--- src/rtl/rotmask_pkg.sv ---
package rotmask_pkg;

  typedef enum logic [1:0] {
    OP_ROT_IMM = 2'd0,
    OP_ROT_REG = 2'd1,
    OP_ROT_INS = 2'd2,
    OP_NONE    = 2'd3
  } rm_op_e;

  // strobes from control to datapath
  typedef struct packed {
    logic load;    // capture a new result
    logic useReg;  // amount comes from the register operand
    logic insert;  // merge with the destination under the mask
  } rm_strobe_t;

endpackage

--- src/rtl/rotmask_ctrl.sv ---
module rotmask_ctrl
  import rotmask_pkg::*;
(
  input  logic       clk,
  input  logic       rstN,
  input  logic       inValid,
  input  logic [1:0] opSel,
  output rm_strobe_t strobe,
  output logic       outValid
);

  rm_op_e opCode;
  logic   legalOp;

  assign opCode  = rm_op_e'(opSel);
  assign legalOp = (opCode == OP_ROT_IMM) || (opCode == OP_ROT_REG) ||
                   (opCode == OP_ROT_INS);

  always_comb begin
    strobe        = '0;
    strobe.load   = inValid && legalOp;
    strobe.useReg = (opCode == OP_ROT_REG);
    strobe.insert = (opCode == OP_ROT_INS);
  end

  always_ff @(posedge clk or negedge rstN) begin
    if (!rstN) outValid <= 1'b0;
    else       outValid <= strobe.load;
  end

  // an accepted operation raises the valid flag next cycle
  p_accept_valid_r2: assert property (@(posedge clk) disable iff (!rstN)
    (inValid && opSel != 2'd3) |=> outValid);

  // no operation or an illegal code leaves valid low
  p_reject_valid_r11: assert property (@(posedge clk) disable iff (!rstN)
    (!inValid || opSel == 2'd3) |=> !outValid);

endmodule

--- src/rtl/rotmask_rot.sv ---
module rotmask_rot #(
  parameter int WORD_W = 32,
  localparam int DW = 2 * WORD_W,
  localparam int SW = $clog2(WORD_W)
) (
  input  logic [WORD_W-1:0] word,
  input  logic [SW-1:0]     amt,
  output logic [DW-1:0]     rotated
);

  logic [DW-1:0] stage [0:SW];

  assign stage[0] = {word, word};

  for (genvar s = 0; s < SW; s++) begin : g_stage
    localparam int N = 1 << s;
    assign stage[s+1] = amt[s] ? {stage[s][DW-1-N:0], stage[s][DW-1:DW-N]}
                               : stage[s];
  end

  assign rotated = stage[SW];

endmodule

--- src/rtl/rotmask_maskgen.sv ---
module rotmask_maskgen #(
  parameter int WORD_W = 32,
  localparam int DW = 2 * WORD_W,
  localparam int SW = $clog2(WORD_W)
) (
  input  logic [SW-1:0] beginIdx,
  input  logic [SW-1:0] endIdx,
  output logic [DW-1:0] mask
);

  logic wrapped;
  assign wrapped = beginIdx > endIdx;

  for (genvar k = 0; k < DW; k++) begin : g_bit
    if (k >= WORD_W) begin : g_upper
      // upper half only lives under a wrapped mask
      assign mask[k] = wrapped;
    end else begin : g_lower
      localparam logic [SW-1:0] WB = SW'(WORD_W - 1 - k);
      logic geBegin, leEnd;
      assign geBegin = WB >= beginIdx;
      assign leEnd   = WB <= endIdx;
      assign mask[k] = wrapped ? (geBegin || leEnd) : (geBegin && leEnd);
    end
  end

endmodule

--- src/rtl/rotmask_dp.sv ---
module rotmask_dp
  import rotmask_pkg::*;
#(
  parameter int WORD_W = 32,
  localparam int DW = 2 * WORD_W,
  localparam int SW = $clog2(WORD_W)
) (
  input  logic          clk,
  input  logic          rstN,
  input  rm_strobe_t    strobe,
  input  logic [DW-1:0] srcVal,
  input  logic [DW-1:0] dstVal,
  input  logic [DW-1:0] amtReg,
  input  logic [SW-1:0] shImm,
  input  logic [SW-1:0] maskBegin,
  input  logic [SW-1:0] maskEnd,
  output logic [DW-1:0] result
);

  logic [SW-1:0] rotAmt;
  logic [DW-1:0] rotated;
  logic [DW-1:0] mask;
  logic [DW-1:0] merged;
  logic          unusedBits;

  assign unusedBits = ^{srcVal[DW-1:WORD_W], amtReg[DW-1:SW]};

  assign rotAmt = strobe.useReg ? amtReg[SW-1:0] : shImm;

  rotmask_rot #(.WORD_W(WORD_W)) u_rot (
    .word    (srcVal[WORD_W-1:0]),
    .amt     (rotAmt),
    .rotated (rotated)
  );

  rotmask_maskgen #(.WORD_W(WORD_W)) u_mask (
    .beginIdx (maskBegin),
    .endIdx   (maskEnd),
    .mask     (mask)
  );

  always_comb begin
    if (strobe.insert) merged = (rotated & mask) | (dstVal & ~mask);
    else               merged = rotated & mask;
  end

  always_ff @(posedge clk or negedge rstN) begin
    if (!rstN)            result <= '0;
    else if (strobe.load) result <= merged;
  end

  // result only changes on an accepted operation
  p_hold_r12: assert property (@(posedge clk) disable iff (!rstN)
    !strobe.load |=> $stable(result));

  // plain rotates carry nothing outside the mask
  p_outside_zero_r4: assert property (@(posedge clk) disable iff (!rstN)
    (strobe.load && !strobe.insert) |=> ((result & ~$past(mask)) == '0));

  // insert keeps destination bits outside the mask
  p_insert_keep_r8: assert property (@(posedge clk) disable iff (!rstN)
    (strobe.load && strobe.insert) |=>
      (((result ^ $past(dstVal)) & ~$past(mask)) == '0));

  // full low-word mask leaves the upper half empty
  p_full_word_r10: assert property (@(posedge clk) disable iff (!rstN)
    (strobe.load && !strobe.insert && maskBegin == '0 && maskEnd == SW'(WORD_W-1))
      |=> (result[DW-1:WORD_W] == '0));

endmodule

--- src/rtl/rotmask_unit.sv ---
module rotmask_unit
  import rotmask_pkg::*;
#(
  parameter int WORD_W = 32,
  localparam int DW = 2 * WORD_W,
  localparam int SW = $clog2(WORD_W)
) (
  input  logic          clk,
  input  logic          rstN,
  input  logic          inValid,
  input  logic [1:0]    opSel,
  input  logic [DW-1:0] srcVal,
  input  logic [DW-1:0] dstVal,
  input  logic [DW-1:0] amtReg,
  input  logic [SW-1:0] shImm,
  input  logic [SW-1:0] maskBegin,
  input  logic [SW-1:0] maskEnd,
  output logic [DW-1:0] result,
  output logic          outValid
);

  rm_strobe_t strobe;

  rotmask_ctrl u_ctrl (
    .clk      (clk),
    .rstN     (rstN),
    .inValid  (inValid),
    .opSel    (opSel),
    .strobe   (strobe),
    .outValid (outValid)
  );

  rotmask_dp #(.WORD_W(WORD_W)) u_dp (
    .clk       (clk),
    .rstN      (rstN),
    .strobe    (strobe),
    .srcVal    (srcVal),
    .dstVal    (dstVal),
    .amtReg    (amtReg),
    .shImm     (shImm),
    .maskBegin (maskBegin),
    .maskEnd   (maskEnd),
    .result    (result)
  );

endmodule

--- config.mk ---
export PLATFORM = sky130hd
export DESIGN_NAME = rotmask_unit
export DESIGN_NICKNAME = d
export VERILOG_FILES = /design/src/rtl/rotmask_pkg.sv /design/src/rtl/rotmask_ctrl.sv /design/src/rtl/rotmask_rot.sv /design/src/rtl/rotmask_maskgen.sv /design/src/rtl/rotmask_dp.sv /design/src/rtl/rotmask_unit.sv
export SDC_FILE = /design/constraint.sdc
export NUM_CORES = 1
export LEC_CHECK = 0
export BUFFER_PORTS_ARGS = -buffer_cell sky130_fd_sc_hd__buf_2
export CAP_MARGIN = 30
export CELL_PAD_IN_SITES_DETAIL_PLACEMENT = 1
export CELL_PAD_IN_SITES_GLOBAL_PLACEMENT = 1
export CORE_MARGIN = 2
export CORE_UTILIZATION = 39
export CTS_CLUSTER_SIZE = 30
export DETAILED_ROUTE_END_ITERATION = 6
export HOLD_SLACK_MARGIN = 0.08
export PLACE_DENSITY_LB_ADDON = 0.12
export SYNTH_ARGS = -nofsm -noshare
export SYNTH_HDL_FRONTEND = slang
export SYNTH_HIERARCHICAL = 1
export SYNTH_SLANG_ARGS = --single-unit
--- constraint.sdc ---
create_clock -name clk -period 1.1 [get_ports clk]
set_input_delay 0.33 -clock clk [delete_from_list [all_inputs] [get_ports clk]]
set_output_delay 0.33 -clock clk [all_outputs]
set_load 0.02 [all_outputs]
Word-level counts from Yosys, hierarchy flattened

Index checks and enable logic that the tools add are counted.

$lt $le $gt $ge: 65
Equal/unequal tests: 2
Mux-type cells: 39
Bitwise operators: 4
Reduce and logical (&&, ||, !) cells: 68

Operators by type and width:

| operator                                                                         | count |
|---|---|
| 64-bit 2-to-1 mux                                                                | 6 |
| 64-bit bitwise AND                                                               | 2 |
| 5-bit >= comparator (first input constant)                                       | 16 |
| 5-bit less-or-equal comparator (first input constant)                            | 16 |
| 64-bit inverter                                                                  | 1 |
| 64-bit bitwise OR                                                                | 1 |
| 4-bit by 5-bit >= comparator with 1-bit output (first input constant)            | 8 |
| 4-bit by 5-bit less-or-equal comparator with 1-bit output (first input constant) | 8 |
| 1-bit logical OR                                                                 | 34 |
| 1-bit logical AND                                                                | 33 |
| 1-bit 2-to-1 mux                                                                 | 32 |
| 3-bit by 5-bit >= comparator with 1-bit output (first input constant)            | 4 |
| 3-bit by 5-bit less-or-equal comparator with 1-bit output (first input constant) | 4 |
| 1-bit by 5-bit >= comparator with 1-bit output (first input constant)            | 2 |
| 2-bit by 5-bit >= comparator with 1-bit output (first input constant)            | 2 |
| 1-bit by 5-bit less-or-equal comparator with 1-bit output (first input constant) | 2 |
| 2-bit by 5-bit less-or-equal comparator with 1-bit output (first input constant) | 2 |
| 5-bit greater-than comparator                                                    | 1 |
| 5-bit 2-to-1 mux                                                                 | 1 |
| 2-bit by 1-bit == test with 1-bit output (second input constant)                 | 1 |
| 2-bit == test (second input constant)                                            | 1 |
| 2-bit zero test                                                                  | 1 |

Bits in registers: 65
Output and inout port bits: 65
Logic and storage cells: 180

Depth between registers and ports, before layout

Word-level depth: 10
Depth in mapped cells: 11

Hierarchy

Netlist, hierarchy kept.

Modules (own cells, without submodules):

| module          | times used | cells each | area each (um^2) | seq. area each (um^2) |
|---|---|---|---|---|
| rotmask_dp      | 1          | 346        | 3185.6           | 1601.5 |
| rotmask_rot     | 1          | 148        | 2188.3           | 0.0 |
| rotmask_maskgen | 1          | 177        | 1257.5           | 0.0 |
| rotmask_ctrl    | 1          | 4          | 47.5             | 25.0 |

Worst setup path before layout

Ideal clock, no wire load.

Kind: input port to flip-flop
From: input port opSel[1]
To: register u_dp.result[44]
Setup time: 0.130 ns
Arrival: 2.708 ns
Required time: 0.970 ns
Path slack: -1.738 ns
Stages on the path: 11
Cell sequence: and2b_2 > mux2_2 > buf_6 > buf_6 > buf_2 > mux4_2 > mux4_1 > mux2_2 > buf_4 > nand2_1 > a31oi_1

Elaborated cells between the ends (all ways): 15
Classes of those cells: eq/ne: 2; mux: 7; bitwise: 2; reduce/logical: 4

RTL lines:

| element                                    | RTL line                           | source |
|---|---|---|
| from (decl)                                | rotmask_unit.sv:11                 | `input logic [1:0] opSel,` |
| 2-bit by 1-bit == test with 1-bit output * | rotmask_ctrl.sv:22                 | `strobe.useReg = (opCode == OP_ROT_REG);` |
| 5-bit 2-to-1 mux *                         | rotmask_dp.sv:28                   | `assign rotAmt = strobe.useReg ? amtReg[SW-1:0] : shImm;` |
| via u_dp.rotAmt[3]                         | rotmask_dp.sv:20                   | `logic [SW-1:0] rotAmt;` |
| 64-bit 2-to-1 mux * (2 in series)          | rotmask_rot.sv:17                  | `assign stage[s+1] = amt[s] ? {stage[s][DW-1-N:0], stage[s][DW-1:DW-N]}` |
| via u_dp.rotated[44]                       | rotmask_dp.sv:21                   | `logic [DW-1:0] rotated;` |
| 64-bit bitwise AND *                       | rotmask_dp.sv:43, rotmask_dp.sv:44 |  |
| 64-bit bitwise OR                          | rotmask_dp.sv:43                   | `if (strobe.insert) merged = (rotated & mask) \| (dstVal & ~mask);` |
| 64-bit 2-to-1 mux *                        | rotmask_dp.sv:43                   |  |
| to (signal assigned)                       | rotmask_dp.sv:49                   | `else if (strobe.load) result <= merged;` |
| to (decl)                                  | rotmask_dp.sv:17                   | `output logic [DW-1:0] result` |

Mark *: on every way through the listed nets, which the timed path passes. The rest lies on a longest branch.
A chain may end at the register's enable or synchronous reset.

==> impl_metrics.tcl <==
set metrics [dict create \
    ys_types 43 \
    drc 0 \
    place_inst 1023 \
    fillCellCount 1839 \
    grt-ovfl-total 0 \
    yosys-top-cells-count "nand2_1 (78), nor2_1 (78), buf_4 (72)" \
    numClockSinks 65 \
    antenna_found_initial 0 \
    ant_nets 0 \
    p_sw_frac 0.3713 \
    finalCriticalPeriod_ns 2.666 \
    fin_cells 1089 \
    cts_tree "done" \
    dpl_cell_area_sq_um 7850 \
    layout_setup_ws_ns -1.566 \
    maxCapViolCount 0 \
    power_switching_mw 4.741 \
    vias 6220 \
    port_buffers 185 \
    ys_ff_latch 65 \
    avgSynthCellArea_sq_um 9.895 \
    cts_buffers 9 \
    dp_hpwl_mm 19.74 \
    grt_usage 0.2791 \
    synth_cells 675 \
    finClkSkew_ns 0 \
    setup-violations-final 129 \
    min_period_over_period 2.424 \
    slowest_stage "mux4_2" \
    final_max_slew_viol_count 0 \
    rsz0062_at_grt "true" \
    wirelength_mm 25.35 \
    place_congestion 0.8739 \
    fmax_mhz 375.1 \
    grt_max_degree 61 \
    synth_area_leader_cell "dfrtp_1" \
    io_pins 277 \
    crit_path_end_kind "register" \
    coreArea_sq_um 16640 \
    synth.net_count 892 \
    violations "setup timing" \
    hold_viol_final 0 \
    clk_pin_slew_ns 0.06 \
    insertion_delay_ns 0.33 \
    cp_cell_sequence "buf_6 -> and2b_4 -> mux2_4 -> buf_12 -> mux4_2 -> mux4_2 -> mux2_4 -> nand2_2 -> a31oi_2" \
    synth_area_sq_um 6679 \
    yosysSeqAreaShare 0.2435 \
    cp-start-kind "primary input" \
    critical_path_class "primary input to register" \
    pwr-share-clk 0.222 \
    finalInstanceArea_sq_um 9070 \
    clockBufferDepth 2 \
    worst_pin_slew_ns 0.3974 \
    arrival_ns 2.87 \
    ir_drop_uv 601.8 \
    grt_busiest_layer "met2" \
    die_h_um 134.9 \
    cts_root_buffer "clkbuf_16" \
    hold_class "primary input to register" \
    pwr-share-comb 0.525 \
    p_seq_frac 0.253 \
    yosysTopAreaCellShare 0.2435 \
    p_int_mw 8.027 \
    dieArea_sq_um 18190 \
    leakagePower_nw 3.900 \
    die_w_um 134.9 \
    rows 47 \
    wl_per_cell_um 23.28 \
    yosysWarnings 6 \
    grtUsageMet1 0.3952 \
    first_iter_violations 416 \
    grt_pass1_wl_mm 38.57 \
    synth-edff-count 0 \
    slew_headroom 0.7330 \
    grt_pass1_vias 6568 \
    use_met2 0.4509 \
    critPathMaxFanout 10 \
    layout.nets 1081 \
    fin_setup_tns_ns -100.57 \
    critPathMaxStageDelay_ns 0.57 \
    initial_utilization 0.4013 \
    async_reset_ff_frac 1.000 \
    vias_per_cell 5.712 \
    diodes 0 \
    hold_slack_ns 0.2751 \
    synth_flop_cell "dfrtp_1" \
    p_per_area_nw_per_um2 1408 \
    cts_htree_levels 3 \
    area_growth_pct 35.80 \
    ys_top_cells_by_area "dfrtp_1 (24%), mux4_2 (21%), buf_4 (8.1%), nand3b_1 (7.2%), a31oi_1 (6.3%)" \
    use_met3 0.03191 \
    crit_required_ns 1.31 \
    status "finished, violations left" \
    drt-pass1-iter-count 4 \
    drive_above_1_share 0.5662 \
]
==> through the flow <==
stage                     utilization  setup slack [ns]  power (mW)
after global routing           0.5450            -1.559       13.32
after global placement         0.4717            -1.881       8.522
final                          0.5450            -1.566       12.77
after floorplan                     -            -1.629       7.373
after CTS                      0.5317            -1.508       12.48
after detailed placement       0.4717            -1.908       8.636
==> worst paths after layout <==
path	start	end	slack [ns]	cells past startpoint
worst min-delay path	dstVal[56]	u_dp/result[56]	0.28	3
min in group asynchronous	rstN	u_dp/result[56]	0.52	3
worst min register to register	u_dp/result[21]	u_dp/result[21]	0.57	2
max in group asynchronous	rstN	u_dp/result[6]	0.32	3
worst max register to register	u_dp/result[61]	u_dp/result[61]	0.18	4
worst max-delay path	opSel[1]	u_dp/result[13]	-1.57	9
==> sequential cells by signal (all words and copies together), names as in the netlist <==
name             cells
u_ctrl/outValid      1
u_dp/result         64
==> metal layers <==
metal  part of all wire  vias to the layer above
met2               0.48                      237
met3              0.053                       30
met5                  0                        -
li1                   -                     2804
met4              0.024                        0
met1               0.45                     3149
==> worst max-delay path, delay by kind of cell <==
family | cells | cell delay, ns
AOI/OAI and AO/OA | 1 | 0.10
and+or+nand+nor | 2 | 0.38
buffers and inverters | 2 | 0.26
muxes | 4 | 1.79
==> power by group through the flow <==
stage | sequential, mW | combinational, mW | clock (mW)
6_report | 3.23 | 6.70 | 2.83
3_3_place_gp | 3.16 | 5.36 | 0
4_1_cts | 3.23 | 6.38 | 2.86
3_5_place_dp | 3.18 | 5.46 | 0
5_1_grt | 3.27 | 7.10 | 2.95
2_1_floorplan | 3.67 | 3.70 | 0
==> cell type report <==
type / instances / area (sq um) / area share
inverter: 7 / 26.28 / 0.002897
clock inverter: 5 / 56.30 / 0.006208
tap: 220 / 275.3 / 0.03035
clock buffer: 11 / 232.7 / 0.02566
sequential: 65 / 1627 / 0.1793
timing repair buffer: 298 / 2457 / 0.2709
multi-input combinational: 483 / 4395 / 0.4846
==> logic make-up (layout without fill, tap and decap cells) <==
logic type / after synthesis / in the layout / share of synthesized area
compound gates: 104 / 104 / 0.09891
fa+ha+maj: 33 / 33 / 0.05601
buf+inv: 127 / 321 / 0.1369
flops: 65 / 65 / 0.2435
mux: 101 / 101 / 0.2799
simple gates: 245 / 245 / 0.1847
==> cell usage in the layout (no fill, tap or decap), drive strengths merged, types with 2 or more instances in the layout <==
master / Yosys / layout
buf: 111 / 296
nor2: 78 / 78
nand2: 78 / 78
a31oi: 67 / 67
dfrtp: 65 / 65
nand3b: 64 / 64
mux4: 64 / 64
mux2: 37 / 37
maj3: 28 / 28
o21ai: 14 / 14
a21oi: 12 / 12
clkbuf: 9 / 12
inv: 7 / 7
nor3: 7 / 7
ha: 5 / 5
a21o: 4 / 4
nand3: 4 / 4
and2: 4 / 4
or2: 4 / 4
clkinv: 0 / 3
o21a: 2 / 2
o31ai: 2 / 2
and2b: 2 / 2
and3: 2 / 2
==> timing repair <==
action,in CTS,in global routing
hold buffers,1,0
resized for setup,159,17
endpoints found under the setup margin,129,129
endpoints found under the hold margin,65,0
cloned,0,1
buffers inserted,29,19
(Power assumes the default switching activity.)
